$ cat src/rtl/acc_cpu_pkg.sv
package acc_cpu_pkg;

    localparam int DATA_W    = 8;
    localparam int OP_W      = 4;
    localparam int ADDR_W    = DATA_W - OP_W;
    localparam int MEM_DEPTH = 1 << ADDR_W;
    localparam int STEPS     = 6;

    localparam int T_FETCH = 0;
    localparam int T_INC   = 1;
    localparam int T_EX1   = 2;
    localparam int T_EX2   = 3;

    localparam logic [OP_W-1:0] OP_LOAD  = 4'h1;
    localparam logic [OP_W-1:0] OP_ADD   = 4'h2;
    localparam logic [OP_W-1:0] OP_STORE = 4'h3;
    localparam logic [OP_W-1:0] OP_HALT  = 4'hF;

    typedef logic [DATA_W-1:0] word_t;
    typedef logic [ADDR_W-1:0] addr_t;
    typedef logic [STEPS-1:0]  ring_t;

    typedef enum logic [1:0] {
        SRC_NONE = 2'd0,
        SRC_MEM  = 2'd1,
        SRC_ACC  = 2'd2,
        SRC_SUM  = 2'd3
    } bus_src_e;

    typedef enum logic {
        ADR_PC   = 1'b0,
        ADR_OPND = 1'b1
    } adr_sel_e;

    typedef struct packed {
        bus_src_e src;
        adr_sel_e adr;
        logic     ir_ld;
        logic     pc_inc;
        logic     acc_ld;
        logic     opb_ld;
        logic     mem_wr;
        logic     halt_set;
        logic     flag_ld;
    } ctrl_t;

    function automatic ctrl_t decode(ring_t ring, logic [OP_W-1:0] op);
        ctrl_t c;
        c     = '0;
        c.src = SRC_NONE;
        c.adr = ADR_PC;
        if (ring[T_FETCH]) begin
            c.src   = SRC_MEM;
            c.ir_ld = 1'b1;
        end
        if (ring[T_INC]) begin
            c.pc_inc = 1'b1;
        end
        if (ring[T_EX1]) begin
            unique case (op)
                OP_LOAD:  begin c.src = SRC_MEM; c.adr = ADR_OPND; c.acc_ld = 1'b1; end
                OP_ADD:   begin c.src = SRC_MEM; c.adr = ADR_OPND; c.opb_ld = 1'b1; end
                OP_STORE: begin c.src = SRC_ACC; c.adr = ADR_OPND; c.mem_wr = 1'b1; end
                OP_HALT:  c.halt_set = 1'b1;
                default:  ;
            endcase
        end
        if (ring[T_EX2] && op == OP_ADD) begin
            c.src     = SRC_SUM;
            c.acc_ld  = 1'b1;
            c.flag_ld = 1'b1;
        end
        return c;
    endfunction

endpackage

$ cat src/rtl/acc_cpu_seq.sv
module acc_cpu_seq
    import acc_cpu_pkg::*;
(
    input  logic  clk,
    input  logic  rst,
    input  logic  halt_set,
    output ring_t ring,
    output logic  halted
);
    ring_t ring_q;
    logic  halted_q;
    logic  advance;

    assign advance = !halted_q && !halt_set;

    always_ff @(posedge clk) begin
        if (rst) begin
            ring_q   <= ring_t'(1);
            halted_q <= 1'b0;
        end else begin
            if (advance) begin
                ring_q <= {ring_q[STEPS-2:0], ring_q[STEPS-1]};
            end
            if (halt_set) begin
                halted_q <= 1'b1;
            end
        end
    end

    assign ring   = ring_q;
    assign halted = halted_q;

    assert_ring_onehot_R7: assert property (@(posedge clk) disable iff (rst)
        $countones(ring_q) == 1);

    assert_halt_sticky_R5: assert property (@(posedge clk) disable iff (rst)
        halted_q |=> (halted_q && $stable(ring_q)));

endmodule

$ cat src/rtl/acc_cpu_ram.sv
module acc_cpu_ram
    import acc_cpu_pkg::*;
(
    input  logic  clk,
    input  logic  we,
    input  addr_t waddr,
    input  word_t wdata,
    input  addr_t raddr,
    output word_t rdata
);
    word_t cells [MEM_DEPTH];

    always_ff @(posedge clk) begin
        if (we) begin
            cells[waddr] <= wdata;
        end
    end

    assign rdata = cells[raddr];

endmodule

$ cat src/rtl/acc_cpu_alu.sv
module acc_cpu_alu
    import acc_cpu_pkg::*;
(
    input  word_t a,
    input  word_t b,
    output word_t sum,
    output logic  zero
);
    assign sum  = a + b;
    assign zero = (sum == '0);
endmodule

$ cat src/rtl/acc_cpu.sv
module acc_cpu
    import acc_cpu_pkg::*;
(
    input  logic                  clk,
    input  logic                  rst,
    input  logic                  prog_we,
    input  logic [ADDR_W-1:0]     prog_addr,
    input  logic [DATA_W-1:0]     prog_data,
    output logic                  halted,
    output logic [DATA_W-1:0]     acc_out,
    output logic                  zero_flag
);
    addr_t pc_q;
    word_t ir_q, acc_q, opb_q;
    logic  zero_q;
    ring_t ring;
    ctrl_t ctrl;
    word_t bus, mem_rd, alu_sum;
    logic  alu_zero;
    addr_t mem_addr;
    logic  ram_we;
    addr_t ram_waddr;
    word_t ram_wdata;

    assign ctrl = decode(ring, ir_q[DATA_W-1 -: OP_W]);

    acc_cpu_seq u_seq (
        .clk      (clk),
        .rst      (rst),
        .halt_set (ctrl.halt_set),
        .ring     (ring),
        .halted   (halted)
    );

    assign mem_addr = (ctrl.adr == ADR_OPND) ? ir_q[ADDR_W-1:0] : pc_q;

    // the load port wins over a STORE; the processor is held in reset while loading
    assign ram_we    = prog_we || (ctrl.mem_wr && !rst);
    assign ram_waddr = prog_we ? prog_addr : mem_addr;
    assign ram_wdata = prog_we ? prog_data : bus;

    acc_cpu_ram u_ram (
        .clk   (clk),
        .we    (ram_we),
        .waddr (ram_waddr),
        .wdata (ram_wdata),
        .raddr (mem_addr),
        .rdata (mem_rd)
    );

    acc_cpu_alu u_alu (
        .a    (acc_q),
        .b    (opb_q),
        .sum  (alu_sum),
        .zero (alu_zero)
    );

    always_comb begin
        unique case (ctrl.src)
            SRC_MEM: bus = mem_rd;
            SRC_ACC: bus = acc_q;
            SRC_SUM: bus = alu_sum;
            default: bus = '0;
        endcase
    end

    always_ff @(posedge clk) begin
        if (rst) begin
            pc_q   <= '0;
            ir_q   <= '0;
            acc_q  <= '0;
            opb_q  <= '0;
            zero_q <= 1'b0;
        end else begin
            if (ctrl.ir_ld)  ir_q  <= bus;
            if (ctrl.pc_inc) pc_q  <= pc_q + 1'b1;
            if (ctrl.acc_ld) acc_q <= bus;
            if (ctrl.opb_ld) opb_q <= bus;
            if (ctrl.flag_ld) zero_q <= alu_zero;
        end
    end

    assign acc_out   = acc_q;
    assign zero_flag = zero_q;

    assert_fetch_from_mem_R7: assert property (@(posedge clk) disable iff (rst)
        ctrl.ir_ld |-> (ctrl.src == SRC_MEM && ctrl.adr == ADR_PC));

    assert_acc_hold_R6: assert property (@(posedge clk) disable iff (rst)
        !ctrl.acc_ld |=> $stable(acc_q));

    assert_add_result_R3: assert property (@(posedge clk) disable iff (rst)
        (ctrl.acc_ld && ctrl.src == SRC_SUM) |=> (acc_q == $past(acc_q) + $past(opb_q)));

    assert_zero_matches_R9: assert property (@(posedge clk) disable iff (rst)
        ctrl.flag_ld |=> (zero_q == (acc_q == '0)));

    assert_pc_frozen_R5: assert property (@(posedge clk) disable iff (rst)
        halted |=> $stable(pc_q));

    assert_store_source_R4: assert property (@(posedge clk) disable iff (rst)
        ctrl.mem_wr |-> (ctrl.src == SRC_ACC && !ctrl.acc_ld));

endmodule

$ cat config.mk
export PLATFORM = sky130hd
export DESIGN_NAME = acc_cpu
export DESIGN_NICKNAME = d
export VERILOG_FILES = /design/src/rtl/acc_cpu_pkg.sv /design/src/rtl/acc_cpu_seq.sv /design/src/rtl/acc_cpu_ram.sv /design/src/rtl/acc_cpu_alu.sv /design/src/rtl/acc_cpu.sv
export SDC_FILE = /design/constraint.sdc
export NUM_CORES = 1
export LEC_CHECK = 0
export BUFFER_PORTS_ARGS = -buffer_cell sky130_fd_sc_hd__buf_4
export CORE_MARGIN = 4
export CORE_UTILIZATION = 58
export CTS_BUF_LIST = sky130_fd_sc_hd__clkbuf_4
export DETAILED_ROUTE_END_ITERATION = 8
export GPL_TIMING_DRIVEN = 0
export PLACE_DENSITY = 0.78
export SLEW_MARGIN = 20
export SYNTH_ARGS = -nofsm -noshare
export SYNTH_HDL_FRONTEND = slang
export SYNTH_SLANG_ARGS = --single-unit
$ cat constraint.sdc
create_clock -name clk -period 2.9 [get_ports clk]
set_clock_uncertainty 0.15 [all_clocks]
set_input_delay 0.58 -clock clk [delete_from_list [all_inputs] [get_ports clk]]
set_output_delay 0.58 -clock clk [all_outputs]
set_load 0.05 [all_outputs]
Word-level counts from Yosys, hierarchy flattened --
Memories as Yosys holds them, arrays and structs flattened. Cells that the tools add are included.
Storage, ports and cells: bits in writable memories 128, memories 1, output and inout port bits 10, bits of input ports 15, register bits 36, logic and storage cells 45
Cells by class: add/subtract/negate cells 2, muxes and demuxes 19, eq/ne operators 7, reductions and logical operators 9
Memory list:
- u_ram.cells | depth 16, bits a word 8, rd ports 1, clocked after Yosys merged registers in 0, wr ports 1, line acc_cpu_ram.sv:11 | word_t cells [MEM_DEPTH];
Operator list (count):
- $pmux 8 s3 | 1
- $mux 4 | 3
- $mux 1 | 11
- $add 8x8->8 | 1
- $eq 4x2->1 const B | 2
- $logic_not 8->1 | 1
- $mux 8 | 1
- $pmux 3 s2 | 1
- $add 4x1->4 const B | 1
- $eq 2x2->1 const B | 2
- $eq 4x1->1 const B | 1
- $eq 4x4->1 const B | 1
- $logic_and 1x1->1 | 3
- $logic_not 1->1 | 3
- $mux 3 | 1
- $eq 2x1->1 const B | 1
- $mux 2 | 1
- $reduce_or 2->1 | 1
- $logic_or 1x1->1 | 1

Logic depth before layout (Yosys ltp) --
Gate-level depths: netlist of run 1.
depth in word-level cells 8, mapped depth 10, depth with buffers taken out 10

Hierarchy --
A second synthesis of run 1 with hierarchy kept.
Second synthesis, totals: cells, all modules 465, area total of the unflattened synthesis 7185.6 um^2
Modules (own cells, without submodules):
- acc_cpu_ram | cells an instance 221, area each 4987.3 um^2, times used 1, seq. area each 3843.7 um^2
- acc_cpu | cells an instance 181, area each 1550.2 um^2, times used 1, seq. area each 580.6 um^2
- acc_cpu_alu | cells an instance 41, area each 395.4 um^2, times used 1, seq. area each 0.0 um^2
- acc_cpu_seq | cells an instance 22, area each 252.7 um^2, times used 1, seq. area each 140.1 um^2

Least setup slack after synthesis of run 1 --
Ideal clock, no wire load.
path kind reg2reg, start register acc_q[1] (netlist: acc_out[1]), end memory u_ram.cells[0][7] (netlist name), data pin, period minus slack after synthesis 3.139 ns, setup time 0.302 ns, stages on the path, launching flop included 9, arrival time 2.687 ns, data required time 2.448 ns, setup slack -0.239 ns, buffers on the path 0, cells stage by stage dfxtp_1 ha_1 a211oi_1 o21ai_0 a31oi_1 xnor2_1 nor3b_1 a21oi_1 a31oi_1
On the way: longest elaborated chain between the ends 3
RTL lines:
- start: declaration | line acc_cpu.sv:14 | word_t ir_q, acc_q, opb_q;
- start signal: assignment | line acc_cpu.sv:77 | if (ctrl.acc_ld) acc_q <= bus;
- $add 8x8->8 | line acc_cpu_alu.sv:9 | assign sum = a + b;
- $pmux 8 s3 | line acc_cpu.sv:59 | unique case (ctrl.src)
- $mux 8 | line acc_cpu.sv:40 | assign ram_wdata = prog_we ? prog_data : bus;
- via ram_wdata[7] | line acc_cpu.sv:23 | word_t ram_wdata;
- end: declaration | line acc_cpu_ram.sv:11
The timed path passes the listed nets, and every way through them passes these cells.

Worst setup path after layout of run 1 --
start register ir_q[6], end register acc_q[0] (netlist: acc_out[0])
On the way: longest elaborated chain between the ends 7, elaborated cells on any way between the ends 17, those cells by class 6 x eq/ne; 8 x mux; 2 x reduce/logical; 1 x memory
RTL lines:
- start: declaration | line acc_cpu.sv:14
- start signal: assignment | line acc_cpu.sv:75 | if (ctrl.ir_ld) ir_q <= bus;
- $eq 4x2->1 / $eq 4x1->1 (equally long branches) | line acc_cpu_pkg.sv:60, acc_cpu_pkg.sv:68
- $reduce_or 2->1 (no source line)
- $pmux 3 s2 | line acc_cpu_pkg.sv:60 | unique case (op)
- $mux 3 | line acc_cpu_pkg.sv:59 | if (ring[T_EX1]) begin
- $mux 4 / $mux 2 (equally long branches) | line acc_cpu.sv:35, acc_cpu_pkg.sv:68
- $mem_v2 16x8, or another cell as far along
- $pmux 8 s3 | line acc_cpu.sv:59
Parallel ways exist; a longest one is shown, timed or not. A chain may end at the register's enable or synchronous reset.

==> summary.txt, run 1 <==
Power Dens Cells = 481 nW/um2
Initial drt markers = 1423
RSZ-0062 raised after global routing = true
Total CTS buffers = 17
Cells after Synth = 682
Initial core utilization = 59.8%
CTS H-tree lvls = 4
Critical Path End Type = flip-flop
Relative slew margins = 33.4%
GR Overflow Total = 0
Drc violations = 0
# setup viols final = 234
Clk root buf = clkbuf_4
Sink Count = 164
Crit Path Class = flip-flop to flip-flop
Min-delay src = rst
CP max FO = 6
Vias in the first global route = 6469
Crit path arrival time = 3520 ps
Yosys top cell by area = edfxtp_1
Number of I/O port buffers = 24
DR vias/cell = 7.42
Register area = 4580 um2
Core Area = 13300 um2
# fillers = 695
CTS Buffer Depth = 2
Die Wd = 125 um
Number of buffers inserted by hold repair at cts = 0
Die Ht = 125 um
Violated checks = negative setup slack
Setup ws final = -303 ps
Vias post-DR = 7292
Ys async rst share = 0%
Total Nets Final = 818
RR Endpoint = acc_out[0]$_SDFFE_PP0P_
Worst Tran Pin Value = 1000 ps
DP Area = 8410 um2
Drt wl/cell = 30.2 um
Largest net degree at the start of global routing = 17
Post-route setup TNS = -30790 ps
Syn. warnings = 0
Max Cap Violations = 0
Fin Hold WS = 270 ps
Startpoint Class = flip-flop
Status = finished with violations
Synth Flop Type = edfxtp_1
Multi-input logic area = 4090 um2
Gr usage total = 32.2%
Peak supply drop = 0.000750 V
Antenna Cells = 0
Worst r2r src = ir_q[6]$_SDFFE_PP0P_
Die area = 15700 um2
Top-area cell type share of the netlist area = 48.2%
Initial antenna violation count = 0
Drt pass-1 iters = 6
Total power = 5.10 mW
GP Congestion = 0.949
CP Data Required Time = 3220 ps
Maximum clock frequency = 0.312 GHz
Post-synthesis cell area = 7980 um2
Design Area, Final = 10600 um2
Share of layout cells above drive strength 1 = 36.6%
Final min period = 3200 ps
Average size of a mapped cell = 11.7 um2
Skew-Pair Late Insertion Delay = 610 ps
Sequential-to-total area share from yosys stat = 57.2%
Post-synth cell types = 76
Row count = 42
I/O Pins = 25
Leakage = 3.65 nW
Final hold vios = 0
Post-Route WL = 29700 um
Final HPWL DP = 15600 um
Syn Nets = 706
R2R setup slack = -300 ps
Antenna-violating nets left = 0
Min-Delay Endpoint = acc_out[7]$_SDFFE_PP0P_
Global-route wire length before repair = 38400 um
CTS tree = built
Final period util = 110%
Max Slew Vio Count = 0
Largest cells by area after synthesis = edfxtp_1 (48%), dfxtp_1 (9.0%), a211oi_1 (3.9%)
Worst-path clk slew = 160 ps
Flops & latches, synth = 164
Hold path cells = 3
EDFF count, synth = 128
Reg2reg path depth = 9
Area delta synth->final = 32.9%
HP Class = input port to flip-flop
==> synth_stat cells, drive strengths merged (15+ instances only) <==
cell	n
nand3	19
and3	25
o21ai	26
clkbuf	25
edfxtp	128
a31oi	15
buf	21
dfxtp	36
a211oi	43
nand2	50
nand2b	28
nor2	76
==> sequential cells by signal, summed over array words and instances, names as in the netlist <==
signal and flops:
acc_out 8, ir_q 8, opb_q 8, pc_q 4, u_ram.cells 128, u_seq.halted 1, u_seq.ring 6, zero_flag 1
==> cell usage in the layout (no fill, tap or decap), types with 5 or more instances in the layout <==
cell | Yosys | layout
nor2_4 | 1 | 18
o21ai_4 | 2 | 7
nand2b_1 | 28 | 28
mux4_2 | 6 | 6
nor2_1 | 73 | 56
a22oi_1 | 14 | 13
edfxtp_1 | 128 | 128
a211oi_2 | 2 | 9
ha_1 | 8 | 8
clkbuf_2 | 0 | 7
nor3_1 | 13 | 8
a31oi_1 | 14 | 8
and3_1 | 25 | 25
a211oi_1 | 41 | 26
xnor2_1 | 6 | 6
mux2_2 | 8 | 7
clkbuf_1 | 25 | 14
nand3_1 | 19 | 15
buf_12 | 0 | 19
a31oi_4 | 0 | 6
buf_4 | 3 | 67
dfxtp_1 | 36 | 29
clkbuf_4 | 0 | 20
nand2_4 | 0 | 5
inv_6 | 0 | 5
nand2_1 | 47 | 40
inv_1 | 8 | 8
buf_6 | 3 | 20
a311oi_1 | 12 | 8
nand4_1 | 5 | 5
o21ai_0 | 18 | 16
mux2i_1 | 13 | 10
a211oi_4 | 0 | 8
==> cells by family (layout without fill, tap and decap cells) <==
family          after synthesis  in the layout  synth area share [%]
flops                       164            164                  57.2
mux                          27             27                  4.45
buf+inv                      54            178                  3.18
fa+ha+maj                     9              9                  1.51
xor+xnor                     10             10                  1.10
compound gates              166            167                  16.1
simple gates                252            252                  16.5
==> repair_timing <==
action / 4_1_cts / 5_1_grt
gates resized for setup: 121 / 104
cloned: 1 / 4
setup buffers: 51 / 15
endpoints found under the setup margin: 280 / 280
pin swaps: 38 / 27
==> worst max-delay path by stage <==
stage	startpoint	endpoint	slack (ps)	cells after the start
4_1_cts	u_seq.ring[2]$_SDFFE_PP0P_	u_ram.cells[3][4]$_DFFE_PP_	-140	8
3_3_place_gp	u_seq.ring[2]$_SDFFE_PP0P_	u_ram.cells[4][1]$_DFFE_PP_	-880	9
2_1_floorplan	acc_out[2]$_SDFFE_PP0P_	u_ram.cells[0][7]$_DFFE_PP_	10	8
5_1_grt	u_seq.ring[2]$_SDFFE_PP0P_	acc_out[0]$_SDFFE_PP0P_	-390	9
3_5_place_dp	u_seq.ring[2]$_SDFFE_PP0P_	u_ram.cells[12][1]$_DFFE_PP_	-950	9
6_report	ir_q[6]$_SDFFE_PP0P_	acc_out[0]$_SDFFE_PP0P_	-300	9
==> routing by layer <==
metal / share of wire (%) / track usage [%] / up-vias / routed length (um)
met5: 0 / 0 / - / 0
met4: 8.3 / 15.6 / 0 / 2460
met3: 13 / 7.46 / 229 / 3790
met2: 46 / 51.4 / 738 / 13600
met1: 33 / 42.0 / 3464 / 9870
li1: - / - / 2861 / -
==> power breakdown <==
group / switching (mW) / internal, mW
registers: 0.0402 / 2.61
clock network: 0.911 / 0.638
logic: 0.538 / 0.360
==> critical path, stage by stage, from the launching register on <==
cell and delay, ps:
dfxtp_2 400, or3b_4 430, o21ai_4 280, nand2_8 140
buf_6 150, mux4_2 440, nor3b_4 200, buf_4 170
nor4b_1 580, nor4_1 150
==> layout make-up <==
type / count / area share [%]
flip-flops and latches: 164 / 43.2
multi-input cells: 465 / 38.6
repair buffers: 94 / 9.59
plain buffers: 44 / 3.13
well taps: 176 / 2.08
clock inverters: 14 / 1.81
clock buffers: 18 / 1.27
inverters: 8 / 0.283
==> per-stage QoR <==
step	setup slack [ps]	std cells	utilization [%]
5_1_grt	-392	983	79.4
3_5_place_dp	-949	882	63.0
4_1_cts	-139	965	74.0
2_1_floorplan	10.6	682	-
3_3_place_gp	-878	882	63.0
6_report	-303	983	79.4
Note: power is estimated with default switching activity, not from simulation.
==> inputs of run 2 (changes only) <==
--- a/config.mk
+++ b/config.mk
@@ -7,11 +7,10 @@
 export LEC_CHECK = 0
 export BUFFER_PORTS_ARGS = -buffer_cell sky130_fd_sc_hd__buf_4
 export CORE_MARGIN = 4
-export CORE_UTILIZATION = 58
+export CORE_UTILIZATION = 40
 export CTS_BUF_LIST = sky130_fd_sc_hd__clkbuf_4
 export DETAILED_ROUTE_END_ITERATION = 8
 export GPL_TIMING_DRIVEN = 0
-export PLACE_DENSITY = 0.78
 export SLEW_MARGIN = 20
 export SYNTH_ARGS = -nofsm -noshare
 export SYNTH_HDL_FRONTEND = slang
==> run 2 against run 1 <==
Net effect:
- the run still ends with negative setup slack left
- highest routed layer unchanged
- global-route usage is 7.8 points lower
- worst setup slack better by 150 ps
- total power is 0.41% lower
- non-clock buffer count is 6 higher
- count of clock-buffer cells in the layout is 1 lower
- hold slack worse by 39 ps
- sequential power hardly changed
- register-to-register slack better by 150 ps
==> summary.txt, run 2 (synthesis gave the netlist of run 1 again) <==
# setup viols final = 177 (was 234)
CTS tree = built (unchanged)
CP Data Required Time = 3010 ps (was 3220 ps)
HP Class = input port to flip-flop (unchanged)
Min-delay src = rst (unchanged)
Max Cap Violations = 0 (unchanged)
Largest register by flop count = u_ram.cells (unchanged)
Final period util = 105% (was 110%)
Initial core utilization = 40.8% (was 59.8%)
Status = finished with violations (unchanged)
Area delta synth->final = 36.3% (was 32.9%)
Power Dens Cells = 467 nW/um2 (was 481 nW/um2)
Vias post-DR = 6776 (was 7292)
Skew-Pair Late Insertion Delay = 590 ps (was 610 ps)
Total CTS buffers = 17 (unchanged)
# fillers = 1554 (was 695)
Startpoint Class = flip-flop (unchanged)
Final HPWL DP = 16500 um (was 15600 um)
Crit Path Class = flip-flop to flip-flop (unchanged)
Drt pass-1 iters = 8 (was 6)
Largest net degree at the start of global routing = 19 (was 17)
Critical Path End Type = flip-flop (unchanged)
Most frequent cells in the layout = edfxtp_1 (128), buf_4 (72), nor2_1 (57), nand2_1 (41) (was edfxtp_1 (128), buf_4 (67), nor2_1 (56), nand2_1 (40), dfxtp_1 (29))
Dpl ws = -1130 ps (was -949 ps)
Maximum clock frequency = 0.328 GHz (was 0.312 GHz)
Antenna-violating nets left = 0 (unchanged)
Die Ht = 149 um (was 125 um)
Initial antenna violation count = 1 (was 0)
Die Wd = 149 um (was 125 um)
GP Congestion = 0.870 (was 0.949)
Post-Route WL = 27400 um (was 29700 um)
Vias in the first global route = 6604 (was 6469)
Worst-path clk slew = 160 ps (about the same)
CTS H-tree lvls = 4 (unchanged)
Die area = 22300 um2 (was 15700 um2)
Max Slew Vio Count = 0 (unchanged)
Gr usage total = 24.5% (was 32.2%)
Largest register FFs = 128 (unchanged)
Peak supply drop = 0.000382 V (was 0.000750 V)
Initial drt markers = 957 (was 1423)
Drt wl/cell = 25.4 um (was 30.2 um)
Worst path cell trace = or3b_4 -> buf_12 -> o21ai_4 -> nand2_4 -> buf_12 -> mux2_4 -> o2111ai_4 -> o221a_4 -> a31oi_4 (was or3b_4 -> o21ai_4 -> nand2_8 -> buf_6 -> mux4_2 -> nor3b_4 -> buf_4 -> nor4b_1 -> nor4_1)
CP max FO = 8 (was 6)
CP max stage cell = or3b_4 (was nor4b_1)
CP dominant cell by count = buf_12
Global-route wire length before repair = 40500 um (was 38400 um)
Crit path arrival time = 3160 ps (was 3520 ps)
CTS Buffer Depth = 2 (unchanged)
Commonest non-fill, non-tap cell in the layout = edfxtp_1 (unchanged)
Number of buffers inserted by hold repair at cts = 0 (unchanged)
RR Endpoint = u_ram.cells[4][4]$_DFFE_PP_ (was acc_out[0]$_SDFFE_PP0P_)
Total Nets Final = 825 (was 818)
Setup ws final = -151 ps (was -303 ps)
Delay-heaviest family, CP = compound AO/OA/AOI/OAI gates (was simple AND/OR/NAND/NOR gates)
Core Area = 19500 um2 (was 13300 um2)
Min-Delay Endpoint = acc_out[7]$_SDFFE_PP0P_ (unchanged)
Clk root buf = clkbuf_4 (unchanged)
Final hold vios = 0 (unchanged)
Hold path cells = 3 (unchanged)
Reg2reg path depth = 9 (unchanged)
R2R setup slack = -150 ps (was -300 ps)
Violated checks = negative setup slack (unchanged)
CP bufs+invs = 2 (unchanged)
DR vias/cell = 6.27 (was 7.42)
Total power = 5.07 mW (was 5.10 mW)
Share of layout cells above drive strength 1 = 37.8% (was 36.6%)
Leakage = 3.70 nW (was 3.65 nW)
Worst Tran Pin Value = 919 ps (was 1000 ps)
Number of I/O port buffers = 24 (unchanged)
Sink Count = 164 (unchanged)
Relative slew margins = 37.9% (was 33.4%)
Drc violations = 0 (unchanged)
GR Overflow Total = 0 (unchanged)
Final min period = 3050 ps (was 3200 ps)
RSZ-0062 raised after global routing = true (unchanged)
Worst r2r src = ir_q[7]$_SDFFE_PP0P_ (was ir_q[6]$_SDFFE_PP0P_)
I/O Pins = 25 (unchanged)
Slowest Stage Delay on Critical Path = 450 ps (was 580 ps)
Row count = 51 (was 42)
-- run 2: tightest hold or removal path: stages --
cell and delay [ps]:
buf_4 130, nand2b_1 110, o221ai_1 100
-- run 2: final cells by class --
class                           instances  area (um2)  area share, %
Antenna cell                            1        2.50         0.0230
Inverter                                8        30.0          0.276
Sequential cell                       164        4590           42.2
Clock inverter                         15         209           1.92
Tap cell                              265         332           3.05
Timing Repair Buffer                  101        1050           9.70
Clock buffer                           17         128           1.17
Buffer                                 43         359           3.30
Multi-Input combinational cell        466        4170           38.3
-- run 2: how the worst max path moves through the flow --
stage | startpoint | end | slack, ps | depth (start not counted)
floorplan | acc_out[2]$_SDFFE_PP0P_ | u_ram.cells[0][7]$_DFFE_PP_ | 10 | 8
global placement | u_seq.ring[2]$_SDFFE_PP0P_ | u_ram.cells[4][1]$_DFFE_PP_ | -1030 | 9
detailed placement | u_seq.ring[2]$_SDFFE_PP0P_ | u_ram.cells[13][1]$_DFFE_PP_ | -1130 | 9
CTS | ir_q[7]$_SDFFE_PP0P_ | u_ram.cells[7][3]$_DFFE_PP_ | -70 | 8
global route | ir_q[7]$_SDFFE_PP0P_ | u_ram.cells[2][6]$_DFFE_PP_ | -170 | 9
finish | ir_q[7]$_SDFFE_PP0P_ | u_ram.cells[4][4]$_DFFE_PP_ | -150 | 9
-- run 2: power by group --
part / internal [mW] / switching [mW]
sequential: 2.61 / 0.0406
clock: 0.569 / 0.976
combinational: 0.365 / 0.515
-- run 2: repair_timing --
item                                    CTS  global route
gates resized for setup                 164            76
pin swaps                                35            26
cloned                                    3             1
endpoints found under the setup margin  280           274
buffers inserted                         62            14
-- run 2: layer usage --
| layer | wire [um] | up-vias | global-route usage (%) |
|---|---|---|---|
| met5 | 0 | - | 0 |
| met3 | 2670 | 119 | 5.38 |
| met2 | 12400 | 437 | 37.8 |
| met4 | 1380 | 0 | 10.2 |
| li1 | - | 2882 | - |
| met1 | 10900 | 3338 | 33.6 |
-- run 2: through the flow --
stage | cells | cell area [um2] | TNS [ps] | hold WS, ps | utilization (%)
floorplan | 682 | 8010 | 0 | 285 | -
global placement | 971 | 8520 | -224510 | 300 | 43.6
detailed placement | 971 | 8530 | -229030 | 306 | 43.7
CTS | 1065 | 10400 | -1640 | 196 | 53.1
global route | 1080 | 10900 | -17610 | 216 | 55.7
finish | 1080 | 10900 | -11660 | 231 | 55.7
